===== src/rtl/eye_scan_pkg.sv =====
package eye_scan_pkg;
  localparam int CAP_W  = 80;
  localparam int HALF_W = CAP_W / 2;

  typedef enum logic [2:0] {
    ST_IDLE  = 3'b000,
    ST_CLEAR = 3'b001,
    ST_COUNT = 3'b011,
    ST_END   = 3'b010,
    ST_ARMED = 3'b101,
    ST_READ  = 3'b100
  } es_state_e;
endpackage


===== src/rtl/es_word_match.sv =====
module es_word_match
  import eye_scan_pkg::*;
#(
  parameter int DATA_W = 20
) (
  input  logic [DATA_W-1:0] rdata_cur_i,
  input  logic [DATA_W-1:0] rdata_prev_i,
  input  logic [DATA_W-1:0] sdata_cur_i,
  input  logic [CAP_W-1:0]  sdata_mask_i,
  input  logic [CAP_W-1:0]  qual_i,
  input  logic [CAP_W-1:0]  qual_mask_i,
  output logic              err_hit_o,
  output logic              qual_hit_o
);
  localparam int CUR_HI  = HALF_W - 1;
  localparam int PREV_HI = CAP_W - 1;

  if (DATA_W != 16 && DATA_W != 20) begin : g_bad_width
    $error("es_word_match: DATA_W must be 16 or 20");
  end

  logic [DATA_W-1:0] err_bits, cur_diff, prev_diff;

  assign err_bits  = sdata_cur_i & ~sdata_mask_i[CUR_HI -: DATA_W];
  assign cur_diff  = (rdata_cur_i ^ qual_i[CUR_HI -: DATA_W]) & ~qual_mask_i[CUR_HI -: DATA_W];
  assign prev_diff = (rdata_prev_i ^ qual_i[PREV_HI -: DATA_W]) & ~qual_mask_i[PREV_HI -: DATA_W];

  assign err_hit_o  = |err_bits;
  assign qual_hit_o = ~|{cur_diff, prev_diff};

  // bits outside the valid slots carry no meaning
  logic unused_slot_bits;
  assign unused_slot_bits = ^{sdata_mask_i, qual_i, qual_mask_i};
endmodule


===== src/rtl/es_counter.sv =====
module es_counter #(
  parameter int W = 16
) (
  input  logic         clk_i,
  input  logic         rst_ni,
  input  logic         clr_i,
  input  logic         en_i,
  input  logic         inc_i,
  output logic [W-1:0] cnt_o
);
  localparam logic [W-1:0] MAX = '1;

  always_ff @(posedge clk_i or negedge rst_ni) begin
    if (!rst_ni)                          cnt_o <= '0;
    else if (clr_i)                       cnt_o <= '0;
    else if (en_i && inc_i && cnt_o != MAX) cnt_o <= cnt_o + 1'b1;
  end
endmodule


===== src/rtl/es_capture.sv =====
module es_capture
  import eye_scan_pkg::*;
#(
  parameter int DATA_W = 20
) (
  input  logic              clk_i,
  input  logic              rst_ni,
  input  logic              clr_i,
  input  logic              cap_i,
  input  logic [DATA_W-1:0] din_i,
  output logic [DATA_W-1:0] prev_o,
  output logic [CAP_W-1:0]  cap_o
);
  logic [CAP_W-1:0] snap;

  always_comb begin
    snap = '0;
    snap[CAP_W-1  -: DATA_W] = prev_o;
    snap[HALF_W-1 -: DATA_W] = din_i;
  end

  always_ff @(posedge clk_i or negedge rst_ni) begin
    if (!rst_ni) begin
      prev_o <= '0;
      cap_o  <= '0;
    end else begin
      prev_o <= din_i;
      if (clr_i)      cap_o <= '0;
      else if (cap_i) cap_o <= snap;
    end
  end
endmodule


===== src/rtl/eye_scan_ctrl.sv =====
module eye_scan_ctrl
  import eye_scan_pkg::*;
#(
  parameter int DATA_W = 20,
  parameter int CNT_W  = 16
) (
  input  logic              clk_i,
  input  logic              rst_ni,
  input  logic [5:0]        ctrl_i,
  input  logic [DATA_W-1:0] rdata_i,
  input  logic [DATA_W-1:0] sdata_i,
  input  logic [79:0]       sdata_mask_i,
  input  logic [79:0]       qual_i,
  input  logic [79:0]       qual_mask_i,
  input  logic              trig_i,
  output logic [3:0]        status_o,
  output logic [79:0]       es_rdata_o,
  output logic [79:0]       es_sdata_o,
  output logic [CNT_W-1:0]  err_cnt_o,
  output logic [CNT_W-1:0]  smp_cnt_o
);
  localparam logic [CNT_W-1:0] LAST_SMP = {{(CNT_W-1){1'b1}}, 1'b0};

  es_state_e state_q, state_d;
  logic run, arm, err_hit, qual_hit, fire, clr, cap, cnt_en;
  logic [3:0] sel;
  logic [DATA_W-1:0] rdata_prev, sdata_prev;

  assign run = ctrl_i[0];
  assign arm = ctrl_i[1];
  assign sel = ctrl_i[5:2];

  es_word_match #(.DATA_W(DATA_W)) u_match (
    .rdata_cur_i (rdata_i),
    .rdata_prev_i(rdata_prev),
    .sdata_cur_i (sdata_i),
    .sdata_mask_i(sdata_mask_i),
    .qual_i      (qual_i),
    .qual_mask_i (qual_mask_i),
    .err_hit_o   (err_hit),
    .qual_hit_o  (qual_hit)
  );

  // select bit order: error, qualifier, external, immediate
  assign fire   = |(sel & {1'b1, trig_i, qual_hit, err_hit});
  assign clr    = (state_q == ST_CLEAR);
  assign cap    = (state_q == ST_ARMED) && fire;
  assign cnt_en = (state_q == ST_COUNT);

  always_comb begin
    state_d = state_q;
    unique case (state_q)
      ST_IDLE:  if (run || arm) state_d = ST_CLEAR;
      ST_CLEAR: state_d = run ? ST_COUNT : (arm ? ST_ARMED : ST_IDLE);
      ST_COUNT: if (smp_cnt_o == LAST_SMP) state_d = ST_END;
      ST_ARMED: if (fire || !arm) state_d = ST_READ;
      ST_END,
      ST_READ:  if (!run && !arm) state_d = ST_IDLE;
      default:  state_d = ST_IDLE;
    endcase
  end

  always_ff @(posedge clk_i or negedge rst_ni) begin
    if (!rst_ni) state_q <= ST_IDLE;
    else         state_q <= state_d;
  end

  assign status_o = {state_q, (state_q == ST_IDLE) || (state_q == ST_END) || (state_q == ST_READ)};

  es_counter #(.W(CNT_W)) u_smp_cnt (
    .clk_i (clk_i), .rst_ni(rst_ni), .clr_i(clr),
    .en_i  (cnt_en), .inc_i(1'b1), .cnt_o(smp_cnt_o)
  );

  es_counter #(.W(CNT_W)) u_err_cnt (
    .clk_i (clk_i), .rst_ni(rst_ni), .clr_i(clr),
    .en_i  (cnt_en), .inc_i(err_hit), .cnt_o(err_cnt_o)
  );

  es_capture #(.DATA_W(DATA_W)) u_cap_r (
    .clk_i (clk_i), .rst_ni(rst_ni), .clr_i(clr), .cap_i(cap),
    .din_i (rdata_i), .prev_o(rdata_prev), .cap_o(es_rdata_o)
  );

  es_capture #(.DATA_W(DATA_W)) u_cap_s (
    .clk_i (clk_i), .rst_ni(rst_ni), .clr_i(clr), .cap_i(cap),
    .din_i (sdata_i), .prev_o(sdata_prev), .cap_o(es_sdata_o)
  );

  logic unused_prev;
  assign unused_prev = ^sdata_prev;
endmodule


===== config.mk =====
export PLATFORM = sky130hd
export DESIGN_NAME = eye_scan_ctrl
export DESIGN_NICKNAME = d
export VERILOG_FILES = /design/src/rtl/eye_scan_pkg.sv /design/src/rtl/es_word_match.sv /design/src/rtl/es_counter.sv /design/src/rtl/es_capture.sv /design/src/rtl/eye_scan_ctrl.sv
export SDC_FILE = /design/constraint.sdc
export NUM_CORES = 1
export LEC_CHECK = 0
export CAP_MARGIN = 40
export CORE_AREA = 4 4 188 190
export CTS_BUF_LIST = sky130_fd_sc_hd__clkbuf_16
export CTS_CLUSTER_DIAMETER = 50
export DETAILED_ROUTE_END_ITERATION = 12
export DIE_AREA = 0 0 192 194
export DONT_BUFFER_PORTS = 1
export GPL_TIMING_DRIVEN = 0
export PLACE_DENSITY = 0.46
export RECOVER_POWER = 100
export SLEW_MARGIN = 20
export SYNTH_ARGS = -nofsm -noshare
export SYNTH_HDL_FRONTEND = slang
export SYNTH_HIERARCHICAL = 1
export SYNTH_SLANG_ARGS = --single-unit
export TNS_END_PERCENT = 100

===== constraint.sdc =====
create_clock -name clk_i -period 2.73 [get_ports clk_i]
set_input_delay 0.1365 -clock clk_i [delete_from_list [all_inputs] [get_ports clk_i]]
set_output_delay 0.1365 -clock clk_i [all_outputs]
set_load 0.1 [all_outputs]

==> results.json, run 1 <==
{
  "syn_area_sq_mm": 0.00768,
  "syn2layout_area_growth_pct": 46.3,
  "dp.cells": 1406,
  "yosysTopAreaCell": "dfrtp_1",
  "netlist.area_leader.share": 0.505,
  "std_cell_rows": 67,
  "worst_hold_slack_ps": -595,
  "die-width_microns": 192,
  "drv_slew": 0,
  "fin_crit_sh": 1.00,
  "synth-async-reset-ratio": 1.00,
  "place_area_sq_mm": 0.0118,
  "tritoncts": "built",
  "synth_area_leaders": "dfrtp_1 (50%), mux2i_1 (10%), buf_4 (7.8%), xnor2_1 (4.6%), nor2_1 (4.3%)",
  "grt-ovfl-total": 0,
  "final_area_sq_mm": 0.0112,
  "holdCritPathClass": "input pin to async pin",
  "grt_pass1_wl_mm": 39.4,
  "final_util": 0.336,
  "yosys_warnings": 6,
  "ys_types": 43,
  "synth_seq_area_share": 0.505,
  "pin_count": 485,
  "cap_viol_max_count": 0,
  "grt_pass1_vias": 6594,
  "dp_worst_setup_slack_ps": -957,
  "gr-usage-all-layers": 0.137,
  "p_leak_nw": 4.81,
  "hold_violations": 155,
  "grt_max_degree": 156,
  "clock_skew_ps": 12.9,
  "synth-main-ff-cell": "dfrtp_1",
  "totalWireLength_mm": 26.3,
  "h-tree-depth": 4,
  "failed_checks": "negative hold slack, negative setup slack",
  "syn_avg_cell_area_sq_um": 10.7,
  "crit_type": "flip-flop to flip-flop",
  "cp.required_ps": 3020,
  "drtAntennaViolNets": 0,
  "nFillCells": 3420,
  "ir_worst_vdd_mv": 0.669,
  "setup_slack_ps": -9.99,
  "antenna_found_initial": 0,
  "worstPathMaxFanout": 10,
  "core_sq_mm": 0.0334,
  "cts_buffers": 17,
  "slew_headroom": 0.180,
  "vias": 6259,
  "setup_viol": 8,
  "tightest_slew_ps": 1230,
  "min_period_ps": 2740,
  "fp.dieH_microns": 194,
  "holdBufCountCts": 44,
  "start_kind": "flip-flop",
  "dr.pass1.iters": 4,
  "insertion_delay_ps": 430,
  "synth_edf_count": 0,
  "instances_no_fill": 1503,
  "cts_buffer_depth": 2,
  "synth_cells": 715,
  "num-nets-final": 1333,
  "post-dp-hpwl_mm": 19.2,
  "seq_area_sq_mm": 0.00389,
  "status": "complete, but fails checks",
  "power-per-cell-area_mw_per_mm2": 1170,
  "via_per_inst": 4.16,
  "p_total_mw": 13.2,
  "multi_input_area_sq_mm": 0.00328,
  "n_antenna_cell": 0,
  "start_util": 0.230,
  "tns_ps": -42.2,
  "post_drt_wl_per_cell_microns": 17.5,
  "drive_gt1_frac": 0.200,
  "portBuffers": 0,
  "cts-root-buf": "clkbuf_16",
  "clock.fmax_mhz": 365,
  "worstPathArrival_ps": 3030,
  "cts.sinks": 155,
  "route.detailed.drc": 0,
  "cp-end-kind": "flip-flop",
  "synth-seq-cells": 155,
  "drt_iter0_markers": 214,
  "cts.clk_slew.worst_paths_ps": 70,
  "place.gp.congestion": 0.727,
  "rsz0062_at_grt": "yes",
  "die_area_sq_mm": 0.0372
}
==> path summary, 6_finish.rpt <==
path                               startpoint                  to  slack [ps]  cells after the start
min in group clk_i                  ctrl_i[1]          state_q[0]          70                      3
max reg2reg                u_cap_r/prev_o[14]   u_cap_r/cap_o[26]         -10                     13
max                        u_cap_r/prev_o[14]   u_cap_r/cap_o[26]         -10                     13
max in group asynchronous              rst_ni  u_cap_r/prev_o[15]        3070                      0
min reg2reg                 u_cap_s/prev_o[6]   u_cap_s/cap_o[66]         490                      2
min                                    rst_ni   u_cap_s/cap_o[29]        -600                      0
==> sequential cells by signal, indices dropped and copies added (netlist names) <==
signal	count
u_cap_s/cap_o	40
u_cap_s/prev_o	20
u_err_cnt/cnt_o	16
u_smp_cnt/cnt_o	16
u_cap_r/prev_o	20
u_cap_r/cap_o	40
state_q	3
==> critical path: stages (launching register included) <==
cell and delay, ps:
dfrtp_1 410, xnor2_2 150, o22ai_1 110, nor4_2 440, nand4_1 210, nor2_4 180, a21oi_4 80, a21boi_2 150
nor2b_4 220, buf_8 140, buf_12 110, buf_12 140, mux2i_1 200, nor2_1 50
==> what timing repair did <==
item,4_1_cts,5_1_grt
buffers inserted,8,5
hold endpoints to repair,238,155
endpoints found under the setup margin,87,102
pin swaps,5,4
gates cloned,1,2
resized for setup,26,12
==> metal layers <==
layer	track usage	vias up	wire [microns]
met5	0	-	0
met4	0.0238	0	237
met3	0.0465	11	2120
met2	0.238	233	13300
met1	0.166	3023	10700
li1	-	2992	-
==> kinds of logic (layout without fill, tap and decap cells) <==
| logic type | count (synthesis) | after routing | share of synthesized area |
|---|---|---|---|
| mux | 84 | 84 | 0.110 |
| xor+xnor | 40 | 40 | 0.0456 |
| fa+ha+maj | 2 | 2 | 0.00326 |
| buf+inv | 138 | 399 | 0.127 |
| compound gates | 97 | 97 | 0.0783 |
| flops | 155 | 155 | 0.505 |
| simple gates | 196 | 196 | 0.129 |
| other cells | 3 | 82 | 0.00147 |
==> power by group <==
| part | leakage [nW] | internal (mW) | switching, mW |
|---|---|---|---|
| clock | 0.293 | 1.46 | 1.05 |
| sequential | 2.04 | 2.87 | 0.682 |
| combinational | 2.47 | 1.34 | 5.79 |
==> placed cells by master, fill, tap and decap left out, types with 16 or more instances in the layout <==
cell type / count
nand2_1: 16
conb_1: 82
inv_1: 27
nor2_1: 86
dfrtp_1: 151
clkbuf_1: 102
a21oi_1: 31
clkbuf_16: 19
buf_1: 50
dlygate4sd3_1: 44
buf_16: 25
nand4_1: 17
o22ai_1: 23
o31ai_1: 18
xnor2_1: 35
buf_4: 87
mux2i_1: 79
or4_1: 20
==> synth_stat cells, types with 11 or more instances <==
library cell,number
dfrtp_1,155
nor2_1,89
buf_4,80
mux2i_1,80
xnor2_1,40
a21oi_1,33
inv_1,27
o22ai_1,25
or4_1,21
o31ai_1,18
nand4_1,17
nand2_1,16
clkbuf_1,12
nor4_1,11
==> area by class of cell <==
cell class / count / area share
buffer: 109 / 0.0755
clock buffer: 17 / 0.0378
clock inverter: 15 / 0.0166
inverter: 27 / 0.00901
multi-input combinational: 501 / 0.291
sequential: 155 / 0.346
tap: 448 / 0.0498
timing repair buffer: 231 / 0.174
No activity file was read; power rests on OpenSTA's default activity.
==> inputs of run 2 (changes only) <==
- clock period: 2.73 -> 2.8 ns (I/O delays scaled with it)
==> results.json, run 2 (synthesis gave the netlist of run 1 again) <==
{
  "status": "complete, but fails checks",
  "failed_checks": "negative hold slack, negative setup slack",
  "drive_gt1_frac": 0.163,
  "drtAntennaViolNets": 0,
  "via_per_inst": 4.14,
  "n_antenna_cell": 0,
  "min_period_ps": 2830,
  "worstPathArrival_ps": 3120,
  "rrSetupSlack_ps": -30,
  "std_cell_rows": 67,
  "drt_iter0_markers": 236,
  "tightest_slew_ps": 1240,
  "final_area_sq_mm": 0.0106,
  "worstPathMaxFanout": 10,
  "gr-usage-all-layers": 0.136,
  "hold_violations": 155,
  "antenna_found_initial": 0,
  "drv_slew": 0,
  "ff2ff_path_depth": 12,
  "cp-end-kind": "flip-flop",
  "dr.pass1.iters": 4,
  "ir_worst_vdd_mv": 0.628,
  "cap_viol_max_count": 0,
  "start_kind": "flip-flop",
  "vias": 6232,
  "grt_pass1_vias": 6492,
  "cts.clk_slew.worst_paths_ps": 60,
  "crit_type": "flip-flop to flip-flop",
  "fin_crit_sh": 1.01,
  "route.detailed.drc": 0,
  "worst_hold_slack_ps": -590,
  "crit_chain": "xnor2_1, o22ai_1, nor4_4, nand4_1, nor2_4, a21oi_2, a21boi_2, nor2b_4, buf_8, buf_12, mux2i_2, nor2_1",
  "post_drt_wl_per_cell_microns": 17.2,
  "fp.dieH_microns": 194,
  "mostFrequentLayoutCell": "dfrtp_1",
  "syn2layout_area_growth_pct": 37.3,
  "slowest_stage": "dfrtp_2",
  "final_util": 0.316,
  "num-nets-final": 1338,
  "h-tree-depth": 4,
  "place_area_sq_mm": 0.0119,
  "holdCritPathClass": "input pin to async pin",
  "slew_headroom": 0.180,
  "grt_pass1_wl_mm": 39.0,
  "cts_buffer_depth": 2,
  "power-per-cell-area_mw_per_mm2": 1190,
  "grt-ovfl-total": 0,
  "cts_buffers": 17,
  "setup_viol": 15,
  "tns_ps": -144,
  "pin_count": 485,
  "top_regs": "u_cap_r/cap_o: 40 flops, u_cap_s/cap_o: 40 flops",
  "start_util": 0.230,
  "rsz0062_at_grt": "yes",
  "clock_skew_ps": 9.83,
  "place.gp.congestion": 0.721,
  "max_stage_delay_ps": 420,
  "totalWireLength_mm": 25.9,
  "cts.sinks": 155,
  "core_sq_mm": 0.0334,
  "final_cell_mix": "dfrtp_1 (153), clkbuf_1 (129), buf_4 (89)",
  "clock.fmax_mhz": 353,
  "die_area_sq_mm": 0.0372,
  "grt_max_degree": 156,
  "setup_slack_ps": -34.2,
  "die-width_microns": 192,
  "holdBufCountCts": 44,
  "cts-root-buf": "clkbuf_16",
  "p_leak_nw": 4.52,
  "tritoncts": "built",
  "cp.required_ps": 3080,
  "insertion_delay_ps": 430,
  "portBuffers": 0,
  "post-dp-hpwl_mm": 19.4
}
-- run 2: path summary, 6_finish.rpt --
path                                    startpoint            endpoint
worst max register to register  u_cap_r/prev_o[16]   u_cap_r/cap_o[38]
worst max-delay path            u_cap_r/prev_o[16]   u_cap_r/cap_o[38]
worst min register to register  u_cap_s/prev_o[12]   u_cap_s/cap_o[72]
min in group clk_i                       ctrl_i[1]          state_q[0]
worst min-delay path                        rst_ni  u_smp_cnt/cnt_o[5]
max in group asynchronous                   rst_ni  u_cap_r/prev_o[16]
-- run 2: cell type report --
| type | count | area (sq um) |
|---|---|---|
| multi-input cells | 501 | 3220 |
| fillers | 3520 | 22900 |
| plain buffers | 111 | 872 |
| clock inverters | 14 | 145 |
| inverters | 27 | 101 |
| clock buffers | 17 | 425 |
| well taps | 448 | 561 |
| flip-flops and latches | 155 | 3880 |
| repair buffers | 234 | 1350 |
-- run 2: stage by stage --
step                      hold WS, ps  total power [mW]  std cells  worst slack, ps
after floorplan                  -156              8.80        794             28.3
after global placement           -145              9.42       1242            -1260
after global routing             -631              13.1       1507             -199
after detailed placement         -149              13.0       1414            -1280
after CTS                        -631              15.5       1499             -172
final                            -590              12.5       1507            -34.2
-- run 2: layer usage --
| layer | vias to the layer above | track usage | wire [microns] |
|---|---|---|---|
| met3 | 16 | 0.0484 | 1970 |
| li1 | 3009 | - | - |
| met4 | 0 | 0.0301 | 281 |
| met5 | - | 0 | 0 |
| met1 | 2989 | 0.160 | 10500 |
| met2 | 218 | 0.237 | 13200 |
-- run 2: where the power goes --
group / leakage (nW) / internal, mW / switching [mW] / total (mW)
Sequential: 2.04 / 2.79 / 0.475 / 3.27
Clock: 0.277 / 1.31 / 0.984 / 2.29
Combinational: 2.19 / 1.19 / 5.79 / 6.97
Total: 4.51 / 5.29 / 7.25 / 12.5
-- run 2: repair_timing --
item,CTS,global route
endpoints found under the setup margin,81,85
gates resized for setup,15,7
gates cloned,2,0
hold endpoints to repair,238,155
pin swaps,2,3
setup buffers,8,2
-- run 2: worst max-delay path, delay by kind of cell (launching register included) --
family | cells | cell delay (ps)
AOI/OAI and AO/OA | 3 | 350
xor gates and xnor gates | 1 | 150
buffers and inverters | 2 | 350
DFF | 1 | 420
muxes | 1 | 220
and+or+nand+nor | 5 | 1180
==> inputs of run 3 (changes only) <==
- clock period: 2.8 -> 3.5 ns (I/O delays scaled with it)
==> results.json, run 3 (synthesis gave the netlist of run 1 again) <==
{
  "die_area_sq_mm": 0.0372,
  "crit_type": "flip-flop to flip-flop",
  "p_leak_nw": 4.39,
  "max_stage_delay_ps": 500,
  "ff2ff_path_depth": 12,
  "clock_skew_ps": 9.75,
  "crit_chain": "xnor2_2, o22ai_1, nor4_2, nand4_1, nor2_2, a21oi_1, a21boi_2, nor2b_2, buf_6, buf_4, mux2i_1, nor2_1",
  "route.detailed.drc": 0,
  "grt_max_degree": 156,
  "rrSetupSlack_ps": 240,
  "mostFrequentLayoutCell": "dfrtp_1",
  "p_total_mw": 9.88,
  "drv_slew": 0,
  "drtAntennaViolNets": 0,
  "vias": 6171,
  "std_cell_rows": 67,
  "slew_headroom": 0.180,
  "totalWireLength_mm": 25.6,
  "p_int_mw": 4.12,
  "post-dp-hpwl_mm": 19.4,
  "via_per_inst": 4.13,
  "tritoncts": "built",
  "setup_viol": 0,
  "top_regs": "u_cap_r/cap_o: 40 flops, u_cap_s/cap_o: 40 flops",
  "grt-ovfl-total": 0,
  "min_period_ps": 3260,
  "clock.fmax_mhz": 307,
  "timing.rr.end": "u_cap_s/cap_o[78]",
  "cp.required_ps": 3790,
  "swShare": 0.583,
  "worstPathArrival_ps": 3540,
  "post_drt_wl_per_cell_microns": 17.1,
  "failed_checks": "negative hold slack",
  "cts_buffer_depth": 2,
  "final_cell_mix": "dfrtp_1 (155), clkbuf_1 (136), nor2_1 (88)",
  "p_comb_frac": 0.551,
  "hold_violations": 155,
  "gr-usage-all-layers": 0.135,
  "fp.dieH_microns": 194,
  "n_antenna_cell": 0,
  "cp-end-kind": "flip-flop",
  "start_kind": "flip-flop",
  "ir_worst_vdd_mv": 0.502,
  "tightest_slew_ps": 1230,
  "place_area_sq_mm": 0.0119,
  "holdCritPathClass": "input pin to async pin",
  "rr_startpoint": "u_cap_r/prev_o[15]",
  "dr.pass1.iters": 4,
  "pin_count": 485,
  "grt_pass1_wl_mm": 38.6,
  "portBuffers": 0,
  "final_area_sq_mm": 0.0103,
  "drive_gt1_frac": 0.139,
  "cts.sinks": 155,
  "holdBufCountCts": 44,
  "p_sw_mw": 5.76,
  "cap_viol_max_count": 0,
  "antenna_found_initial": 0,
  "power-per-cell-area_mw_per_mm2": 962,
  "worst_hold_slack_ps": -554,
  "setup_slack_ps": 244,
  "h-tree-depth": 4,
  "dp_worst_setup_slack_ps": -582,
  "fin_crit_sh": 0.930,
  "rsz0062_at_grt": "no",
  "drt_iter0_markers": 243,
  "worstPathMaxFanout": 10,
  "cts.clk_slew.worst_paths_ps": 60,
  "tns_ps": 0,
  "syn2layout_area_growth_pct": 33.7,
  "status": "complete, but fails checks",
  "place.gp.congestion": 0.721,
  "seqPwrFrac": 0.264,
  "insertion_delay_ps": 430,
  "grt_pass1_vias": 6465,
  "slowest_stage": "nor4_2",
  "core_sq_mm": 0.0334,
  "power_frac_clock": 0.185,
  "num-nets-final": 1326,
  "die-width_microns": 192,
  "post_cts_buffers": 0,
  "start_util": 0.230,
  "cts-root-buf": "clkbuf_16",
  "cts_buffers": 17
}
## run 3: cell types whose count changed in the layout (fill, tap and decap cells not counted), sizes merged
cell / before / now
buf: 168 / 153
clkbuf: 150 / 153
## run 3: power groups by stage
stage	registers (mW)	clock network (mW)	logic, mW
after global placement	5.81	0	1.72
final	2.61	1.83	5.44
after floorplan	5.62	0	1.42
after global routing	2.67	1.98	5.68
after CTS	3.07	1.90	7.38
after detailed placement	3.10	0	7.30
## run 3: worst max-delay path: cells and delay by family (launching register included)
family | cells | cell delay [ps]
compound gates | 3 | 420
buf+inv | 2 | 420
mux | 1 | 220
simple gates | 5 | 1370
xor+xnor | 1 | 270
flops | 1 | 400
## run 3: how the worst max path moves through the flow
stage                  startpoint             endpoint  slack [ps]
2_1_floorplan          state_q[0]  u_smp_cnt/cnt_o[11]         730
3_3_place_gp   u_cap_r/prev_o[15]    u_cap_r/cap_o[29]        -560
3_5_place_dp   u_cap_r/prev_o[15]    u_cap_r/cap_o[38]        -580
4_1_cts        u_cap_r/prev_o[15]    u_cap_r/cap_o[38]          80
5_1_grt        u_cap_r/prev_o[15]    u_cap_s/cap_o[75]           4
6_report       u_cap_r/prev_o[15]    u_cap_s/cap_o[78]         240
## run 3: area by class of cell
| type | instances | area (sq um) |
|---|---|---|
| Sequential cell | 155 | 3880 |
| Clock inverter | 14 | 145 |
| Multi-Input combinational cell | 501 | 3140 |
| Clock buffer | 17 | 425 |
| Tap cell | 448 | 561 |
| Buffer | 111 | 833 |
| Fill cell | 3539 | 23200 |
| Inverter | 27 | 101 |
| Timing Repair Buffer | 222 | 1190 |
## run 3: through the flow
step            util  cells
2_1_floorplan      -    794
3_3_place_gp   0.255   1242
3_5_place_dp   0.355   1414
4_1_cts        0.386   1489
5_1_grt        0.307   1495
6_report       0.307   1495
## run 3: what timing repair did
item | CTS | global route
setup endpoints to repair | 80 | 0
gates resized for setup | 4 | 0
endpoints found under the hold margin | 238 | 155
## run 3: layer usage
| metal | share of wire | vias to the layer above | track usage |
|---|---|---|---|
| met1 | 0.40 | 2956 | 0.159 |
| met3 | 0.076 | 14 | 0.0470 |
| met5 | 0 | - | 0 |
| met4 | 0.0081 | 0 | 0.0272 |
| li1 | - | 2982 | - |
| met2 | 0.51 | 219 | 0.236 |
